`src/rtl/scr_addr_gen.sv`:
```
`timescale 1ns/1ps
module scr_addr_gen #(
  parameter logic [15:0] PIX_BASE   = 16'h4000,
  parameter logic [15:0] ALT_BASE   = 16'h6000,
  parameter logic [15:0] ATTR_BASE  = 16'h5800,
  parameter logic [15:0] HICOL_OFS  = 16'h2000,
  parameter int          LAST_LINE  = 191,
  parameter int          LAST_COL   = 31
) (
  input  logic        clk,
  input  logic        rst_n,
  input  logic [2:0]  mode,
  input  logic        walk_en,
  input  logic        req,
  input  logic [7:0]  line_in,
  input  logic [4:0]  col_in,
  output logic [15:0] pix_addr,
  output logic [15:0] attr_addr,
  output logic        valid,
  output logic        attr_valid,
  output logic        hires_second,
  output logic        frame_done
);
  localparam logic [2:0] M_ALT   = 3'b001;
  localparam logic [2:0] M_HICOL = 3'b010;
  localparam logic [2:0] M_HIRES = 3'b110;
  localparam logic [7:0] LL      = 8'(LAST_LINE);
  localparam logic [4:0] LC      = 5'(LAST_COL);
  localparam logic [15:0] PAIR_STEP = ALT_BASE - PIX_BASE;

  logic [7:0] w_line;
  logic [4:0] w_col;
  logic       phase;

  wire [7:0]  s_line = walk_en ? w_line : line_in;
  wire [4:0]  s_col  = walk_en ? w_col  : col_in;
  wire        hires  = (mode == M_HIRES);
  wire        go     = (walk_en | req) & (s_line[7:6] != 2'b11);
  wire [15:0] ilv    = {3'b000, s_line[7:6], s_line[2:0], s_line[5:3], s_col};
  wire [15:0] pix_n  = ilv + ((mode == M_ALT) ? ALT_BASE : PIX_BASE);
  wire [15:0] attr_n = (mode == M_HICOL) ? pix_n + HICOL_OFS
                                         : ATTR_BASE + {6'd0, s_line[7:3], s_col};
  wire        adv    = walk_en & (phase | ~hires);

  always_ff @(posedge clk) begin
    if (!rst_n) begin
      pix_addr     <= '0;
      attr_addr    <= '0;
      valid        <= 1'b0;
      attr_valid   <= 1'b0;
      hires_second <= 1'b0;
      frame_done   <= 1'b0;
      phase        <= 1'b0;
      w_line       <= '0;
      w_col        <= '0;
    end else begin
      frame_done <= adv && (w_line == LL) && (w_col == LC);
      if (phase) begin
        phase        <= 1'b0;
        valid        <= 1'b1;
        attr_valid   <= 1'b0;
        hires_second <= 1'b1;
        pix_addr     <= pix_addr + PAIR_STEP;
      end else if (go) begin
        phase        <= hires;
        valid        <= 1'b1;
        attr_valid   <= ~hires;
        hires_second <= 1'b0;
        pix_addr     <= pix_n;
        attr_addr    <= hires ? 16'h0000 : attr_n;
      end else begin
        valid        <= 1'b0;
        attr_valid   <= 1'b0;
        hires_second <= 1'b0;
      end
      if (adv) begin
        if (w_col == LC) begin
          w_col  <= '0;
          w_line <= (w_line == LL) ? 8'd0 : w_line + 8'd1;
        end else begin
          w_col <= w_col + 5'd1;
        end
      end
    end
  end
endmodule

```
`config.mk`:
```
export PLATFORM = sky130hd
export DESIGN_NAME = scr_addr_gen
export DESIGN_NICKNAME = d
export VERILOG_FILES = /design/src/rtl/scr_addr_gen.sv
export SDC_FILE = /design/constraint.sdc
export NUM_CORES = 1
export LEC_CHECK = 0
export CELL_PAD_IN_SITES_DETAIL_PLACEMENT = 1
export CELL_PAD_IN_SITES_GLOBAL_PLACEMENT = 1
export CORE_MARGIN = 4
export CORE_UTILIZATION = 36
export DETAILED_ROUTE_END_ITERATION = 8
export HOLD_SLACK_MARGIN = 0.08
export PLACE_DENSITY = 0.82
export SLEW_MARGIN = 20
export SYNTH_ARGS = -nofsm -noshare
export SYNTH_HDL_FRONTEND = slang
export SYNTH_SLANG_ARGS = --single-unit
```
`constraint.sdc`:
```
create_clock -name clk -period 1.9 [get_ports clk]
set_input_delay 0.38 -clock clk [delete_from_list [all_inputs] [get_ports clk]]
set_output_delay 0.38 -clock clk [all_outputs]
set_load 0.02 [all_outputs]
```
==> Word-level counts from Yosys, hierarchy flattened <==
Cells that the tools add are included.
{ "word_totals": {"reg_bits": 50, "latchBits": 0, "ram_bits": 0, "mem_bits_ro": 0, "inputBits": 20, "output_inout_bits": 36, "elab_cells": 47, "n_memories": 0} }
{ "classes": {"add_sub_neg": 6, "multipliers": 0, "div_mod_pow": 0, "n_lt_le_gt_ge": 0, "n_eq_ne": 6, "shift": 0, "mux": 12, "bitwise_logic": 8, "n_reduce_logical": 6} }
{ "ops": {"columns": ["cell", "n"], "rows": [
  ["$mux 16", 4],
  ["$add 16x14->16 const B", 2],
  ["$add 13x15->16", 1],
  ["$add 15x10->16 const A", 1],
  ["$mux 8", 2],
  ["$mux 14", 1],
  ["$mux 5", 2],
  ["$add 8x1->8 const B", 1],
  ["$eq 8x8->1 const B", 1],
  ["$add 5x1->5 const B", 1],
  ["$eq 5x5->1 const B", 1],
  ["$not 1->1", 4],
  ["$reduce_and 2->1", 2],
  ["$eq 3x1->1 const B", 1],
  ["$eq 3x2->1 const B", 1],
  ["$eq 3x3->1 const B", 1],
  ["$mux 1", 3],
  ["$reduce_or 3->1", 1],
  ["$and 1x1->1", 2],
  ["$logic_and 1x1->1", 2],
  ["$ne 2x2->1 const B", 1],
  ["$or 1x1->1", 2],
  ["$reduce_bool 2->1", 1]
]} }

==> Depth between registers and ports, before layout <==
{ "depth": {"word_depth": 6, "mapped_depth": 7, "mapped_depth_nobuf": 7} }

==> Worst setup path before layout <==
OpenSTA, ideal clock, no wires.
{ "synth_timing": {"kind": "input -> register", "from": "in walk_en", "to": "reg pix_addr[0]", "setup_ps": 80, "t_arrival_ps": 1425, "t_required_ps": 1820, "setup_slack_ps": 395, "path_stages": 6, "path_buffers": 2, "path_cell_list": "buf_6 and3_4 a211oi_4 buf_6 nor2_1 a211oi_2"} }
{ "synth_via": {"elab_chain_cells": 4, "word_cells_on_any_way": 9, "classes_between": "add/sub: 1; eq/ne: 1; mux: 4; bitwise: 2; reduce/logical: 1"} }
{ "synth_lines": {"columns": ["element", "line", "text"], "rows": [
  ["from (decl)", "13", "input logic walk_en,"],
  ["$mux 5 / $mux 8 (equally long branches)", "36, 35", null],
  ["$add 13x15->16 / $ne 2x2->1 (equally long branches)", "40, 38", null],
  ["$mux 16 / $and 1x1->1 (equally long branches)", "64, 38", null],
  ["$mux 16 / $reduce_bool 2->1 (equally long branches)", null, null],
  ["to (signal assigned)", "63", "pix_addr <= pix_addr + PAIR_STEP;"],
  ["to (signal assigned)", "69", "pix_addr <= pix_n;"],
  ["to (decl)", "17", "output logic [15:0] pix_addr,"]
]} }
Parallel ways exist; a longest one is shown, timed or not. The select of a mux whose other input is x is not followed.
A chain may end at the register's enable or synchronous reset.

==> Worst setup path in the final report <==
{ "layout_timing": {"from": "reg w_col[1]", "to": "reg w_line[3]"} }
{ "layout_via": {"elab_chain_cells": 2} }
{ "layout_lines": {"columns": ["element", "line", "text"], "rows": [
  ["from (decl)", "32", "logic [4:0] w_col;"],
  ["from (signal assigned)", "81", "w_col <= w_col + 5'd1;"],
  ["$eq 5x5->1", "77", "if (w_col == LC) begin"],
  ["$reduce_and 2->1 (no source line)", null, null],
  ["to (signal assigned)", "79", "w_line <= (w_line == LL) ? 8'd0 : w_line + 8'd1;"],
  ["to (decl)", "31", "logic [7:0] w_line;"]
]} }
Every way passes these cells.

==> flow_summary.json <==
{
  "yosysMostFrequentCell": "dfxtp_1",
  "cts_root_buf": "clkbuf_8",
  "port_buffers": 55,
  "syn2layout_area_growth_pct": 41.68,
  "diodes": 0,
  "critPathArrivalTime_ns": 1.98,
  "max_freq_mhz": 566.6,
  "cp.required_ns": 2.11,
  "cts_hold_buf": 0,
  "yosys_warnings": 0,
  "cts_tree": "done",
  "wire_per_inst_um": 18.08,
  "cts_buffer_depth": 2,
  "io-pin-count": 56,
  "synth_commonest_cells": "dfxtp_1, nor2_1, nand3_1, mux2i_1",
  "synth-async-reset-ratio_pct": 0,
  "via_per_inst": 5.465,
  "sw_frac_of_total_pct": 25.38,
  "yosysTopAreaCell": "dfxtp_1",
  "grt_pass1_vias": 2136,
  "finClkSkew_ns": 0.008349,
  "regArea_um2": 1002,
  "routed_wl_um": 6761,
  "finalPower_mw": 2.461,
  "placeableCoreArea_um2": 5921,
  "drt_iter0_markers": 79,
  "start_util_pct": 36.96,
  "yosysSeqAreaShare_pct": 45.74,
  "cts.clk_slew.worst_paths_ns": 0.10,
  "p_comb_share_pct": 17.5,
  "core.rowCount": 28,
  "period_share_pct": 92.89,
  "vias": 2044,
  "multiInputGateArea_um2": 1102,
  "setup_violations": 0,
  "p_int_mw": 1.836,
  "synth-seq-cells": 50,
  "drc": 0,
  "cp_max_fo": 8,
  "synth_top_area_share_pct": 45.74,
  "yosys-top-cells-area": "dfxtp_1, mux2i_1, nand3_1",
  "htree_levels": 2,
  "power_density_nw_per_um2": 793.8,
  "slew_headroom_pct": 66.44,
  "critical_path_class": "register to register",
  "clock_latency_ns": 0.30,
  "ys_types": 44,
  "synth_area_per_cell_um2": 9.598,
  "postPlaceCellArea_um2": 2957,
  "hold_path_class": "register to register",
  "syn_area_um2": 2188,
  "gp_congestion": 0.8306,
  "drv_cap": 0,
  "grt_overflow": 0,
  "period_needed_ns": 1.765,
  "p_sw_mw": 0.6247,
  "finalInstanceArea_um2": 3100,
  "finalNetCount": 322,
  "ys.flop_type": "dfxtp_1",
  "dieArea_um2": 7390,
  "tightest_slew_ns": 0.4981,
  "worstSetupEndpointType": "register",
  "die_w_um": 85.97,
  "nFillCells": 668,
  "whs_path_depth": 2,
  "cts_made_buffers": 5,
  "drt_first_pass_iters": 4,
  "worstRegToRegCells": 7,
  "clkSinkCount": 50,
  "slew_violations": 0,
  "startpoint_type": "register",
  "post-route-util_pct": 52.37,
  "ant_nets": 0,
  "clkPwrFrac_pct": 36.5,
  "peakVddDrop_mv": 0.4039,
  "fp.dieH_um": 85.97,
  "synth_edf_count": 0,
  "p_seq_share_pct": 46.0,
  "status": "finished, final reports clean",
  "p_leak_nw": 1.181,
  "grt_pass1_wl_um": 11230,
  "grtUsageTotal_pct": 19.27,
  "dp_hpwl_um": 4852,
  "grt_max_degree": 31,
  "antenna_found_initial": 0,
  "synth_nets": 252,
  "finalHoldViolations": 0,
  "syn_inst": 228,
  "drive_gt1_share_pct": 15.72
}
==> power groups by stage <==
stage / Combinational [mW] / Sequential, mW / Clock (mW)
2_1_floorplan: 0.158 / 1.21 / 0
3_3_place_gp: 0.414 / 1.15 / 0
3_5_place_dp: 0.428 / 1.16 / 0
4_1_cts: 0.433 / 1.13 / 0.915
5_1_grt: 0.458 / 1.14 / 0.962
6_report: 0.430 / 1.13 / 0.899
==> area by class of cell <==
type / instances / share of cell area (%)
Clock buffer: 5 / 2.220
Clock inverter: 3 / 2.220
Inverter: 3 / 0.3632
Multi-Input combinational cell: 161 / 35.55
Sequential cell: 50 / 32.32
Tap cell: 75 / 3.027
Timing Repair Buffer: 77 / 24.29
==> state kept, by name, indices dropped and copies added, names as in the netlist <==
name / flops
valid: 1
frame_done: 1
attr_addr: 16
w_line: 8
pix_addr: 16
w_col: 5
attr_valid: 1
phase: 1
hires_second: 1
==> kinds of logic after synthesis <==
group | share of synthesized area, %
muxes | 7.890
DFF | 45.74
buffers and inverters | 4.116
xor gates and xnor gates | 1.601
adders and majority gates | 2.287
and+or+nand+nor | 18.87
AOI/OAI and AO/OA | 19.50
==> worst max-delay path, cell delays in order, from the launching register on <==
cell,delay [ns]
dfxtp_1,0.39
ha_1,0.18
and3_1,0.16
ha_1,0.20
nand2_1,0.15
nor2_4,0.24
a21oi_1,0.10
a311oi_1,0.26
==> cell usage in the layout, fill, tap and decap left out, types with 5 or more instances in the layout <==
| master | n |
|---|---|
| a211oi_1 | 11 |
| a211oi_2 | 5 |
| a21oi_1 | 12 |
| buf_4 | 19 |
| clkbuf_8 | 5 |
| clkdlybuf4s50_1 | 55 |
| dfxtp_1 | 49 |
| mux2i_1 | 15 |
| nand2_1 | 12 |
| nand3_1 | 19 |
| nor2_1 | 24 |
| o21ai_0 | 5 |
| o31ai_1 | 10 |
==> path summary, 6_finish.rpt <==
check | from | end | slack (ns)
setup reg to reg | w_col[1] | w_line[3] | 0.14
hold / removal | attr_addr[1] | attr_addr[1] | 0.48
hold reg to reg | attr_addr[1] | attr_addr[1] | 0.48
setup / recovery | w_col[1] | w_line[3] | 0.14
==> stage by stage <==
stage / TNS, ns / worst slack (ns) / hold slack (ns) / instances
2_1_floorplan: 0 / 0.3950 / 0.4533 / 228
3_3_place_gp: -0.1020 / -0.07846 / 0.4587 / 366
3_5_place_dp: -1.088 / -0.1078 / 0.4705 / 366
4_1_cts: 0 / 0.06389 / 0.4849 / 374
5_1_grt: -0.004570 / -0.004570 / 0.5042 / 374
6_report: 0 / 0.1351 / 0.4764 / 374
==> timing repair <==
item                       in CTS  in global routing
setup buffers                   0                  0
gates resized for setup         0                  2
setup endpoints to repair       0                  3
==> routing by layer <==
layer	vias up	share of wire, %	track usage, %
met2	39	52	33.29
met1	1015	44	24.43
met4	0	1.3	5.899
met5	-	0	0
met3	8	3.1	3.170
li1	982	-	-
(Power assumes the default switching activity.)
